<file path="src/rtl/ccflag_pkg.sv">
package ccflag_pkg;

  typedef enum logic [1:0] {
    FM_ALL_ONE  = 2'd0,
    FM_ALL_ZERO = 2'd1,
    FM_ANY_ONE  = 2'd2,
    FM_ANY_ZERO = 2'd3
  } flag_match_e;

  typedef enum logic {
    PCC_FROM_VAL  = 1'b0,
    PCC_FROM_MILL = 1'b1
  } pcc_src_e;

endpackage

</file>
<file path="src/rtl/ccflag_cc_bank.sv">
module ccflag_cc_bank #(
  parameter int CC_W = 2
) (
  input  logic            clk,
  input  logic            rst_n,
  input  logic            imode,
  input  logic            cc_we,
  input  logic [CC_W-1:0] cc_wdata,
  input  logic            pcc_ld,
  input  logic            pcc_src,
  input  logic [CC_W-1:0] pcc_val,
  output logic [CC_W-1:0] prog_cc,
  output logic [CC_W-1:0] milli_cc,
  output logic [CC_W-1:0] active_cc
);
  import ccflag_pkg::*;

  logic [CC_W-1:0] prog_nxt;
  logic [CC_W-1:0] milli_nxt;

  always_comb begin
    prog_nxt = prog_cc;
    if (pcc_ld) begin
      if (pcc_src_e'(pcc_src) == PCC_FROM_MILL) prog_nxt = milli_cc;
      else                                       prog_nxt = pcc_val;
    end else if (cc_we && !imode) begin
      prog_nxt = cc_wdata;
    end
  end

  always_comb begin
    milli_nxt = milli_cc;
    if (cc_we && imode) milli_nxt = cc_wdata;
  end

  always_ff @(posedge clk or negedge rst_n) begin
    if (!rst_n) begin
      prog_cc  <= '0;
      milli_cc <= '0;
    end else begin
      prog_cc  <= prog_nxt;
      milli_cc <= milli_nxt;
    end
  end

  assign active_cc = imode ? milli_cc : prog_cc;

endmodule

</file>
<file path="src/rtl/ccflag_flag_bank.sv">
module ccflag_flag_bank #(
  parameter int GROUPS  = 4,
  parameter int GROUP_W = 4,
  localparam int NFLAG  = GROUPS * GROUP_W
) (
  input  logic             clk,
  input  logic             rst_n,
  input  logic             setup_we,
  input  logic [NFLAG-1:0] setup_val,
  input  logic [NFLAG-1:0] flag_set,
  input  logic [NFLAG-1:0] flag_clr,
  output logic [NFLAG-1:0] flags
);

  for (genvar g = 0; g < GROUPS; g++) begin : g_grp
    logic [GROUP_W-1:0] grp_q;
    logic [GROUP_W-1:0] grp_d;
    logic [GROUP_W-1:0] set_g;
    logic [GROUP_W-1:0] clr_g;
    logic [GROUP_W-1:0] ld_g;

    assign set_g = flag_set[g*GROUP_W +: GROUP_W];
    assign clr_g = flag_clr[g*GROUP_W +: GROUP_W];
    assign ld_g  = setup_val[g*GROUP_W +: GROUP_W];

    always_comb begin
      if (setup_we) grp_d = ld_g;
      else          grp_d = (grp_q | set_g) & ~clr_g;
    end

    always_ff @(posedge clk or negedge rst_n) begin
      if (!rst_n) grp_q <= '0;
      else        grp_q <= grp_d;
    end

    assign flags[g*GROUP_W +: GROUP_W] = grp_q;
  end

endmodule

</file>
<file path="src/rtl/ccflag_resolve.sv">
module ccflag_resolve #(
  parameter int CC_W    = 2,
  parameter int GROUPS  = 4,
  parameter int GROUP_W = 4,
  localparam int MASK_W = 1 << CC_W,
  localparam int NFLAG  = GROUPS * GROUP_W,
  localparam int GIDX_W = (GROUPS > 1) ? $clog2(GROUPS) : 1
) (
  input  logic [CC_W-1:0]    active_cc,
  input  logic [NFLAG-1:0]   flags,
  input  logic               q_mask_vld,
  input  logic [MASK_W-1:0]  q_mask,
  input  logic               q_flag_vld,
  input  logic [GIDX_W-1:0]  q_grp,
  input  logic [GROUP_W-1:0] q_sel,
  input  logic [1:0]         q_mode,
  output logic               mask_hit,
  output logic               flag_hit,
  output logic               taken
);
  import ccflag_pkg::*;

  function automatic logic mask_pick(input logic [MASK_W-1:0] m,
                                     input logic [CC_W-1:0]   cc);
    logic [MASK_W-1:0] rev;
    for (int i = 0; i < MASK_W; i++) rev[i] = m[MASK_W-1-i];
    return rev[cc];
  endfunction

  function automatic logic group_test(input logic [GROUP_W-1:0] bits,
                                      input logic [GROUP_W-1:0] sel,
                                      input flag_match_e        mode);
    logic some_one;
    logic some_zero;
    logic nonempty;
    some_one  = |(bits & sel);
    some_zero = |(~bits & sel);
    nonempty  = |sel;
    case (mode)
      FM_ALL_ONE:  return nonempty && !some_zero;
      FM_ALL_ZERO: return nonempty && !some_one;
      FM_ANY_ONE:  return some_one;
      default:     return some_zero;
    endcase
  endfunction

  logic [GROUP_W-1:0] grp_bits [GROUPS];
  for (genvar g = 0; g < GROUPS; g++) begin : g_split
    assign grp_bits[g] = flags[g*GROUP_W +: GROUP_W];
  end

  logic [GROUP_W-1:0] chosen;
  always_comb begin
    chosen = '0;
    for (int g = 0; g < GROUPS; g++)
      if (q_grp == GIDX_W'(g)) chosen = grp_bits[g];
  end

  assign mask_hit = mask_pick(q_mask, active_cc);
  assign flag_hit = group_test(chosen, q_sel, flag_match_e'(q_mode));

  always_comb begin
    if (q_mask_vld)      taken = mask_hit;
    else if (q_flag_vld) taken = flag_hit;
    else                 taken = 1'b0;
  end

endmodule

</file>
<file path="src/rtl/ccflag_branch_eval.sv">
module ccflag_branch_eval #(
  parameter int CC_W    = 2,
  parameter int GROUPS  = 4,
  parameter int GROUP_W = 4,
  localparam int MASK_W = 1 << CC_W,
  localparam int NFLAG  = GROUPS * GROUP_W,
  localparam int GIDX_W = (GROUPS > 1) ? $clog2(GROUPS) : 1
) (
  input  logic               clk,
  input  logic               rst_n,
  input  logic               imode,
  input  logic               cc_we,
  input  logic [CC_W-1:0]    cc_wdata,
  input  logic               pcc_ld,
  input  logic               pcc_src,
  input  logic [CC_W-1:0]    pcc_val,
  input  logic               setup_we,
  input  logic [NFLAG-1:0]   setup_val,
  input  logic [NFLAG-1:0]   flag_set,
  input  logic [NFLAG-1:0]   flag_clr,
  input  logic               q_mask_vld,
  input  logic [MASK_W-1:0]  q_mask,
  input  logic               q_flag_vld,
  input  logic [GIDX_W-1:0]  q_grp,
  input  logic [GROUP_W-1:0] q_sel,
  input  logic [1:0]         q_mode,
  output logic               taken
);

  logic [CC_W-1:0]  prog_cc;
  logic [CC_W-1:0]  milli_cc;
  logic [CC_W-1:0]  active_cc;
  logic [NFLAG-1:0] flags;
  logic             mask_hit;
  logic             flag_hit;

  ccflag_cc_bank #(.CC_W(CC_W)) u_cc (
    .clk       (clk),
    .rst_n     (rst_n),
    .imode     (imode),
    .cc_we     (cc_we),
    .cc_wdata  (cc_wdata),
    .pcc_ld    (pcc_ld),
    .pcc_src   (pcc_src),
    .pcc_val   (pcc_val),
    .prog_cc   (prog_cc),
    .milli_cc  (milli_cc),
    .active_cc (active_cc)
  );

  ccflag_flag_bank #(.GROUPS(GROUPS), .GROUP_W(GROUP_W)) u_flags (
    .clk       (clk),
    .rst_n     (rst_n),
    .setup_we  (setup_we),
    .setup_val (setup_val),
    .flag_set  (flag_set),
    .flag_clr  (flag_clr),
    .flags     (flags)
  );

  ccflag_resolve #(.CC_W(CC_W), .GROUPS(GROUPS), .GROUP_W(GROUP_W)) u_res (
    .active_cc  (active_cc),
    .flags      (flags),
    .q_mask_vld (q_mask_vld),
    .q_mask     (q_mask),
    .q_flag_vld (q_flag_vld),
    .q_grp      (q_grp),
    .q_sel      (q_sel),
    .q_mode     (q_mode),
    .mask_hit   (mask_hit),
    .flag_hit   (flag_hit),
    .taken      (taken)
  );

endmodule

</file>
<file path="config.mk">
export PLATFORM = sky130hd
export DESIGN_NAME = ccflag_branch_eval
export DESIGN_NICKNAME = d
export VERILOG_FILES = /design/src/rtl/ccflag_pkg.sv /design/src/rtl/ccflag_cc_bank.sv /design/src/rtl/ccflag_flag_bank.sv /design/src/rtl/ccflag_resolve.sv /design/src/rtl/ccflag_branch_eval.sv
export SDC_FILE = /design/constraint.sdc
export NUM_CORES = 1
export LEC_CHECK = 0
export ABC_AREA = 1
export BUFFER_PORTS_ARGS = -buffer_cell sky130_fd_sc_hd__buf_2
export CORE_MARGIN = 3
export CORE_UTILIZATION = 45
export CTS_CLUSTER_DIAMETER = 150
export DETAILED_ROUTE_END_ITERATION = 12
export GPL_ROUTABILITY_DRIVEN = 0
export PLACE_DENSITY = 0.92
export SLEW_MARGIN = 20
export SYNTH_ARGS = -nofsm -noshare
export SYNTH_HDL_FRONTEND = slang
export SYNTH_SLANG_ARGS = --single-unit
</file>
<file path="constraint.sdc">
create_clock -name clk -period 2.1 [get_ports clk]
set_input_delay 0.42 -clock clk [delete_from_list [all_inputs] [get_ports clk]]
set_output_delay 0.42 -clock clk [all_outputs]
set_load 0.005 [all_outputs]
</file>
; Word level (Yosys, flattened, before mapping)
; Index checks and enable logic that the tools add are counted.
[op_classes]
add_sub_neg = 0
multipliers = 0
div_mod_pow = 0
magnitude_cmp = 1
eq_ne = 5
shifts = 0
muxes = 17
bitwise = 15
reduce_logical = 13
[op_table]
columns = cell, count
row1 = $mux 4, 8
row2 = $and 4x4->4, 6
row3 = $not 4->4, 5
row4 = $or 4x4->4, 4
row5 = $reduce_or 4->1, 3
row6 = $mux 2, 4
row7 = $eq 2x2->1 const B, 3
row8 = $eq 2x1->1 const B, 2
row9 = $logic_and 1x1->1, 4
row10 = $logic_not 2->1, 2
row11 = $logic_not 1->1, 3
row12 = $lt 2x3->1 const B, 1
row13 = $mux 1, 3
row14 = $pmux 1 s3, 1
row15 = $bmux 1 s2, 1
row16 = $reduce_bool 2->1, 1
[totals]
ff_bits = 20
latch_bits = 0
ramBits = 0
romBits = 0
input_bits = 73
out_inout_bits = 1
elab_cells = 57
memories = 0

; Longest topological paths before layout
; Gate-level depths: netlist of run 1.
[logic_depth]
word_depth = 13
depth_mapped = 14
ltp_nobuf = 14

; Cells and area by module
; From an unflattened synthesis of run 1, not the netlist that was laid out.
[unflattened]
hier_cells = 235
area_unflattened_um2 = 1428.9
[modules_own_cells]
columns = mod, instances, cells_each, area_each_um2, seq_area_each_um2
row1 = ccflag_flag_bank, 1, 131, 850.8, 400.4
row2 = ccflag_resolve, 1, 70, 307.8, 0.0
row3 = ccflag_cc_bank, 1, 34, 270.3, 100.1

; Worst setup path after synthesis of run 1
; OpenSTA, ideal clock, no wires.
[synth_timing]
kind = input to output
from = in q_grp[1]
to = out taken
arrival_ns = 1.265
required_time_ns = 1.680
setup_slack_ns = 0.415
path_stages = 12
path_buffers = 1
cell_sequence = buf_6 -> o21ai_0 -> nand2_1 -> nand2_1 -> nand2_1 -> nand2_1 -> nand2_1 -> o21ai_1 -> nand3_1 -> nand2_1 -> nand2_1 -> nand2_1
[synth_via]
elab_chain_cells = 13
elab_cells_between_ends = 20
cone_classes = eq/ne (3) / mux (7) / bitwise (3) / reduce/logical (7)
[synth_rtl]
columns = item, line
row1 = from (decl), ccflag_branch_eval.sv:24  ; input logic [GIDX_W-1:0] q_grp,
row2 = $logic_not 2->1, ccflag_resolve.sv:56  ; if (q_grp == GIDX_W'(g)) chosen = grp_bits[g];
row3 = $mux 4 (3 in a row), ccflag_resolve.sv:56
row4 = $mux 4 (*), ccflag_resolve.sv:56
row5 = $not 4->4, ccflag_resolve.sv:37  ; some_zero = |(~bits & sel);
row6 = $and 4x4->4, ccflag_resolve.sv:37
row7 = $reduce_or 4->1, ccflag_resolve.sv:37
row8 = $logic_not 1->1, ccflag_resolve.sv:40  ; FM_ALL_ONE: return nonempty && !some_zero;
row9 = $logic_and 1x1->1, ccflag_resolve.sv:40
row10 = $pmux 1 s3 (*), ccflag_resolve.sv:39  ; case (mode)
row11 = $mux 1 (*), ccflag_resolve.sv:64  ; else if (q_flag_vld) taken = flag_hit;
row12 = $mux 1 (*), ccflag_resolve.sv:63  ; if (q_mask_vld) taken = mask_hit;
row13 = to (decl), ccflag_branch_eval.sv:27  ; output logic taken
; Every way passes the cells marked *; elsewhere a longest branch is shown, timed or not.

; Final worst setup path of run 1
[layout_timing]
from = reg u_flags.g_grp[1].grp_q[3]
to = out taken
[layout_via]
elab_chain_cells = 11
elab_cells_between_ends = 15
cone_classes = mux (6) / bitwise (3) / reduce/logical (6)
[layout_rtl]
columns = item, line
row1 = from (decl), ccflag_flag_bank.sv:16  ; logic [GROUP_W-1:0] grp_q;
row2 = from (signal assigned), ccflag_flag_bank.sv:33  ; else grp_q <= grp_d;
row3 = $mux 4 (*) (3 in a row), ccflag_resolve.sv:56
row4 = $not 4->4, ccflag_resolve.sv:37
row5 = $and 4x4->4, ccflag_resolve.sv:37
row6 = $reduce_or 4->1, ccflag_resolve.sv:37
row7 = $logic_not 1->1, ccflag_resolve.sv:40
row8 = $logic_and 1x1->1, ccflag_resolve.sv:40
row9 = $pmux 1 s3 (*), ccflag_resolve.sv:39
row10 = $mux 1 (*), ccflag_resolve.sv:64
row11 = $mux 1 (*), ccflag_resolve.sv:63
; Marks and branches as above.

==> results of run 1 <==
-- metrics by stage --
step	setup slack [ns]	instances	area, sq um	power (mW)
2_1_floorplan	0.415	170	1180	0.559
3_3_place_gp	0.199	267	1560	0.660
3_5_place_dp	0.0666	267	1560	0.666
4_1_cts	0.00819	272	1620	0.971
5_1_grt	-0.119	273	1640	1.03
6_report	0.0489	273	1640	0.972
-- registers in the layout, summed over array words and instances (netlist names) --
signal               flops
u_flags.g_grp.grp_q     16
u_cc.milli_cc            2
u_cc.prog_cc             2
-- worst max path at each step --
stage / startpoint / to / slack (ns) / depth (start not counted)
after global routing: u_flags.g_grp[0].grp_q[0] / taken / -0.12 / 12
after global placement: q_grp[1] / taken / 0.20 / 12
after floorplan: q_grp[1] / taken / 0.42 / 12
after detailed placement: q_grp[1] / taken / 0.07 / 12
final: u_flags.g_grp[1].grp_q[3] / taken / 0.05 / 12
after CTS: u_flags.g_grp[1].grp_q[3] / taken / 0.008 / 12
-- cells in the mapped netlist --
master    instances
a21oi_1           5
buf_6             1
clkbuf_1          3
dfrtp_1          20
inv_1            10
inv_2             2
inv_4             1
nand2_1          51
nand2_2           1
nand3_1           8
nand3b_1          1
nor2_1           33
nor2_2            1
nor4_1            1
o21ai_0          12
o21ai_1           3
o31ai_1          16
o32ai_1           1
-- kinds of logic (layout without fill, tap and decap cells) --
group / Yosys count / after routing
and+or+nand+nor: 96 / 96
AOI/OAI and AO/OA: 37 / 37
DFF: 20 / 20
buffers and inverters: 17 / 92
-- worst reg2reg max path: stages (launching register included) --
cell	delay (ns)
dfrtp_1	0.41
buf_4	0.14
buf_4	0.12
nor2_1	0.08
o31ai_1	0.06
-- repair_timing --
action	in CTS	in global routing
gates resized for setup	1	5
hold buffers	0	0
endpoints found under the setup margin	1	1
setup buffers	1	1
pin swaps	0	4
endpoints found under the hold margin	0	0
-- area by class of cell --
class                      instances  area, sq um  area share
inverter                          13         51.3      0.0312
clock inverter                     1         30.0      0.0183
multi-input combinational        133          624       0.380
clock buffer                       3         22.5      0.0137
timing repair buffer              75          380       0.231
tap                               28         35.0      0.0213
sequential                        20          500       0.304
-- report_power, final --
group | total, mW | internal, mW | switching, mW | leakage [nW]
registers | 0.441 | 0.420 | 0.0216 | 0.243
clock network | 0.303 | 0.193 | 0.110 | 0.0279
logic | 0.228 | 0.108 | 0.120 | 0.644
total | 0.972 | 0.720 | 0.252 | 0.915
-- layer usage --
layer  routed length [um]  track usage  vias up  share of wire
li1                     -            -      714              -
met1                 1290        0.239      621           0.40
met2                 1680        0.325       45           0.52
met3                  194       0.0136        4          0.060
met4                   42       0.0762        0          0.013
met5                    0            0        -              0
==> impl_summary.md, run 1 <==
Yosys
Of the total synthesized cell area, the portion taken by AND, OR, NAND and NOR gates is 0.322. Of the total synthesized cell area, the portion taken by XOR and XNOR cells is 0. The share of the Yosys chip area taken by registers is 0.422. Of the post-synthesis cell area, the dominant cell type holds 0.422. The gate count after technology mapping is between 150 and 200.

In this run, distinct cell masters in the synthesized netlist total 18. The average instance area after synthesis is 6.97 sq um. The synthesized net count is 243. The share of synthesized area spent on multiplexers is 0.

The area fraction in compound gates after synthesis is 0.193. The cell type contributing the most total cell area after synthesis is dfrtp_1. The netlist area before placement is ~0.0012 sq mm.

The dominant combinational cell family by area after synthesis is simple AND/OR/NAND/NOR gates. The register bit total from synthesis is 20. After synthesis, the cell types taking the most area are dfrtp_1 (42%), nand2_1 (16%), nor2_1 (10%). For this run, the number of Yosys warnings is 0. The share of synthesized cell area in full adder, half adder and majority cells is 0.

Pwr
The leakage dissipation is slightly above 0.9 nW. Dividing total power by cell area gives a power density of ~590 mW/mm^2. The maximum VDD drop is 0.000522 V.

Setup path
On the critical path, the stage with the largest delay is an instance of dfrtp_1. For the worst setup path, the data required time is around 1.7 ns. The delay of the slowest cell on the worst path is between 0.3 and 0.4 ns. In this run the register-to-register setup slack is 1.16 ns. At the worst endpoint, the arrival time is 1.63 ns. The worst register-to-register path has a depth of 4. The maximum net fanout on the critical path is 2. The critical path's top delay family is simple AND/OR/NAND/NOR gates.

In this run the critical register-to-register path is launched from u_flags.g_grp[1].grp_q[3]. The number of buffers and inverters on the critical path is 2. The kind of start point of the critical path is a flop. Walking the worst path, the cells encountered are inv_2, o21ai_2, nand3_2, nand3_1, nand2_1, nor2_1, nand2_1, nand3_2, nand2_1, nand2_1, nand2_1, buf_2.

The worst setup path is captured at an output pin. The worst setup path is of the reg -> out kind. The worst register-to-register path ends at u_flags.g_grp[1].grp_q[3]. The cell that appears most often on the critical path is nand2_1.

CTS
Buffers inserted during clock tree synthesis total 3. Clock-pin slew was measured on the worst setup and hold paths at approximately 0.1 ns. The deepest level of the CTS H-tree is 1. The clock latency of the later-clocked register in the worst-skew pair is 0.29 ns. The total number of clock tree sinks is 20. TritonCTS built the clock tree. The cell chosen for the clock root is clkbuf_4.

The longest clock path from root to sink contains 2 buffers.

Routing
The routed layout has approximately 1,400 vias. Summed over all layers, the routed wires come to roughly 3200 um. The via density per instance is ~5.1. In this run, the number of DRC markers left after iteration 0 of detailed routing was 25. Dividing the detail-routed wire length by the instance count gives around 12 um. The count of unresolved DRC violations after routing is 0. The first-pass iteration count of the detailed router is 5. The number of antenna-violating nets in the routed design is 0.

Timing
The count of final setup violators is 0. The measured slew at the worst slew-check pin is around 0.5 ns. The number of max-slew violations in the final report is 0. The post-layout minimum cycle time is just over 2 ns.

Adding up every negative setup slack in the final design gives 0 ns. Hold timing on the final database bottoms out at a slack of 0.0519 ns. Between clock sinks in the finished design, the worst skew comes to between 0.0003 and 0.0004 ns.

The number of hold violations in the final report is 0. Setup repair after global routing could not meet its margin everywhere. Derived from the worst setup path, the maximum achievable clock frequency is 488 MHz. The relative max-transition margin is 0.666. Of the available clock period, the critical path in the final layout requires 0.977.

Cells and area
The number of fill cells is about 200. The number of antenna diodes in the final layout is 0. The ratio of cells with drive above 1 in the final layout is 0.359.

From synthesis to final layout, the design area changed by 38.8%. The count of nets after finishing is about 320. In the layout the commonest cells are buf_2 (73), nand2_1 (51), nor2_1 (33).

The core utilization of the finished layout is 0.696. The library cell used most frequently in the layout, excluding fill and tap cells, is buf_2.

Floorplan
For this design the top-level I/O count stands at 74. The horizontal extent of the die is around 57 um. The die area is approximately 0.0033 sq mm. The total core area is between 0.002 and 0.0025 sq mm.

The initial utilization of the core area, before any placement, comes to 0.502. The die span in y is 57.3 um. After floorplanning, the core was divided into 17 placement rows.

Global routing
The global-route usage over all layers is 0.187. The number of antenna violations at the first check in global routing is 0. The first global-routing pass estimated approximately 4900 um of wire. Entering global routing, the biggest net connects 33 pins. The number of global-route vias before repair is between 1,000 and 1,500. The residual overflow from global routing is 0.

Status
The flow ran to the end, and the final reports show no timing, DRC or antenna violations.

Min path
The class of the worst hold path is in -> async.

Flow run
The total of max-cap violations is 0.

Placed design
The count of buffers added on input and output ports is 73. Once detailed placement completed, the half-perimeter wirelength came to ~2600 um.
(Power assumes the default switching activity.)
==> run 2, diff against run 1 <==
--- a/config.mk
+++ b/config.mk
@@ -11,9 +11,9 @@
 export CORE_UTILIZATION = 45
 export CTS_CLUSTER_DIAMETER = 150
 export DETAILED_ROUTE_END_ITERATION = 12
-export GPL_ROUTABILITY_DRIVEN = 0
 export PLACE_DENSITY = 0.92
-export SLEW_MARGIN = 20
+export REMOVE_ABC_BUFFERS = 1
+export SLEW_MARGIN = 30
 export SYNTH_ARGS = -nofsm -noshare
 export SYNTH_HDL_FRONTEND = slang
 export SYNTH_SLANG_ARGS = --single-unit
==> run 2 against run 1 <==
  * Critical endpoint unchanged
  * Setup slack improved by 0.023 ns
  * Highest routed layer unchanged
  * Global-route usage rose by 1.1 points
  * Largest power group unchanged
  * Sequential share of layout area fell by 0.12 points
==> impl_summary.md, run 2 (synthesized netlist as in run 1, its figures left out) <==
CTS
The count of hold-fix buffers inserted at cts is 0. The buffer depth of the longest clock path is 2. The later pin in the worst-skew pair is clocked with a latency of around 0.30 ns. After clock tree synthesis, the clock-pin slew on the worst setup and hold paths is roughly 0.11 ns. The tree is rooted in a clkbuf_4. The total number of clock tree sinks is 20. Buffers inserted during clock tree synthesis total 3. The TritonCTS clock tree is yes.

The deepest level of the CTS H-tree is 1.

Pwr
The maximum VDD drop is roughly 0.00044 V. The fraction of power consumed by the clock network is 0.247. In this run the static leakage power is about 0.92 nW. In this run the power spent charging and discharging nets is between 0.2 and 0.3 mW. The relative contribution of combinational cells to total power is 0.260. The internal portion of total power is between 0.6 and 0.7 mW. Of the total power, the share spent switching nets is 0.286.

Of the total power, registers draw 0.492. The total power density per cell area is around 540 mW/mm^2.

Flow run
Max-cap violations in this run came to 0.

Cells and area
In the final layout, the registers with the most flip-flops are u_flags.g_grp.grp_q (16), u_cc.milli_cc (2), u_cc.prog_cc (2). The count of non-filler cells in the finished layout is between 200 and 300. The library cells used most frequently in the layout, excluding fill and tap cells, are buf_2 (73), nand2_1 (50), nor2_1 (32). Fill cells in the final layout number between 200 and 250.

0 antenna diodes ended up in the layout. Leaving out fill and tap cells, the most frequent cell in the layout is buf_2. The flip-flop count of the largest register after layout is 16.

In the final layout, the share of cells above drive strength 1 is 0.367. For this run, the post-layout net count is ~320. The synthesis-to-layout area growth is 39.3%.

The area occupied by registers is between 500 and 600 sq um. The area occupied by multi-input gates is ~620 sq um. The largest register by flop count is u_flags.g_grp.grp_q.

The post-route cell area is ~0.0017 sq mm.

Setup path
The worst register-to-register path ends at u_cc.prog_cc[1]. STA puts the critical path data required time at 1.68 ns. The worst setup path is launched from a flop.

The number of cells on the worst reg-to-reg path is 4. The type of element capturing the critical path is an output pin. In this run the worst path has a maximum fanout of 2. The combined buffer and inverter count along the critical path is 1. In this run the critical register-to-register path is launched from u_cc.milli_cc[1]. The critical path's most frequent cell is nand2_1. The signal on the critical path passes through nand3b_1, nand3_2, nand2_1, nand2_1, nand2_1, nor2_1, nand2_1, nand3_1, nand2_1, nand2_1, nand2_1, buf_2. The critical setup path kind is reg -> out. For this run, the slowest stage of the critical path takes 0.40 ns. The critical path's top delay family is simple AND/OR/NAND/NOR gates.

The data arrival at the endpoint of the critical path is approximately 1.6 ns. The worst register-to-register path has a setup slack of between 1 and 1.5 ns. The cell with the biggest individual delay on the critical path is dfrtp_1.

Routing
The count of unresolved DRC violations after routing is 0. In this run, the number of DRC markers left after iteration 0 of detailed routing was 36. The first detailed-routing pass ran for 4 iterations.

Once detail routing completed, the nets flagged for antenna violations numbered 0. Using the TritonRoute via totals, the vias-per-cell ratio works out to 4.91. The routed wirelength normalized by instance count is 11.1 um.

The count of vias placed by the detailed router is 1,355. Summed over all layers, the routed wires come to 3070 um.

Floorplan
The die is about 57 um tall. For this configuration, the core starts out at a cell density of 0.502. The region available for standard cell placement spans 0.00236 sq mm.

The count of boundary I/O pins is 74. The horizontal extent of the die is 57.3 um. The number of standard-cell rows in the floorplan is 17. The die covers around 0.0033 sq mm.

Timing
The relative max-transition margin is 0.667. The smallest clock period supported by the final layout is computed as 2.03 ns. The number of max-slew violations in the final report is 0. The number of hold violations in the final report is 0. Setup repair after global routing could not meet its margin everywhere. For this run, the top clock speed supported by timing is about 490 MHz.

The final worst clock skew is between 0.0003 and 0.0004 ns. The count of final setup violators is 0. At the pin with the least slew margin, the transition time is between 0.4 and 0.5 ns. Dividing the final minimum period by the clock period gives 0.966.

Global routing
The number of global-route vias before repair is 1,269. The global-route wire length before repair is 5180 um. For this run, the total global-route usage over all layers was measured as 0.197. The pin count of the biggest net entering global routing is 33. The number of antenna violations at the first check in global routing is 0. The residual overflow from global routing is 0.

Status
The run finished with clean final reports.

Placed design
The count of input and output buffers is between 70 and 80. The number of placed instances, taps included, is roughly 270. The placement-stage cell area is approximately 0.0016 sq mm. The estimated wirelength of the detail-placed design is roughly 2500 um. Routability-driven placement finished with a final weighted congestion of ~0.8.

Min path
The class of the worst hold path is in -> async.
==> run 2: cell count changes in the layout (fill, tap and decap cells not counted), sizes merged <==
| cell | delta |
|---|---|
| bufinv | -1 |
| clkbuf | +1 |
| buf | +3 |
==> run 2: worst register-to-register path, stage by stage, from the launching register on <==
cell	delay, ns
dfrtp_1	0.43
inv_1	0.06
a21oi_1	0.05
o21ai_0	0.15
o21ai_0	0.10
==> run 2: final cells by class <==
| cell class | instances | share of cell area |
|---|---|---|
| Tap cell | 28 | 0.0212 |
| Clock buffer | 4 | 0.0220 |
| Multi-Input combinational cell | 133 | 0.378 |
| Timing Repair Buffer | 78 | 0.244 |
| Inverter | 13 | 0.0311 |
| Sequential cell | 20 | 0.303 |
==> run 2: worst max-delay path by stage <==
stage	startpoint	to	slack (ns)	depth (start not counted)
floorplan	q_grp[0]	taken	0.54	12
global placement	q_grp[1]	taken	0.19	15
detailed placement	q_grp[1]	taken	0.12	14
CTS	u_flags.g_grp[0].grp_q[2]	taken	0.01	13
global route	u_flags.g_grp[0].grp_q[0]	taken	-0.1	13
finish	u_flags.g_grp[2].grp_q[3]	taken	0.07	12
==> run 2: timing repair <==
item | 4_1_cts | 5_1_grt
gates resized for setup | 1 | 7
buffers inserted | 0 | 5
endpoints found under the setup margin | 1 | 1
pin swaps | 0 | 6
==> run 2: metal layers <==
| metal | routed length [um] | track usage |
|---|---|---|
| met1 | 1360 | 0.270 |
| met5 | 0 | 0 |
| met4 | 52 | 0.0695 |
| met2 | 1490 | 0.325 |
| met3 | 173 | 0.0204 |
==> run 2: metrics by stage <==
stage	worst slack [ns]	hold slack, ns	util	TNS (ns)	power, mW
finish	0.0719	0.0439	0.699	0	0.895
global route	-0.0978	0.0608	0.699	-0.0978	0.959
CTS	0.0109	0.0495	0.677	0	0.887
global placement	0.191	0.378	0.662	0	0.658
detailed placement	0.123	0.383	0.662	0	0.665
floorplan	0.535	0.124	-	0	0.549
==> run 2: power by group through the flow <==
stage | clock [mW] | combinational, mW | sequential [mW]
floorplan | 0 | 0.109 | 0.440
global placement | 0 | 0.211 | 0.447
detailed placement | 0 | 0.217 | 0.448
CTS | 0.228 | 0.219 | 0.440
global route | 0.246 | 0.269 | 0.444
finish | 0.221 | 0.233 | 0.441
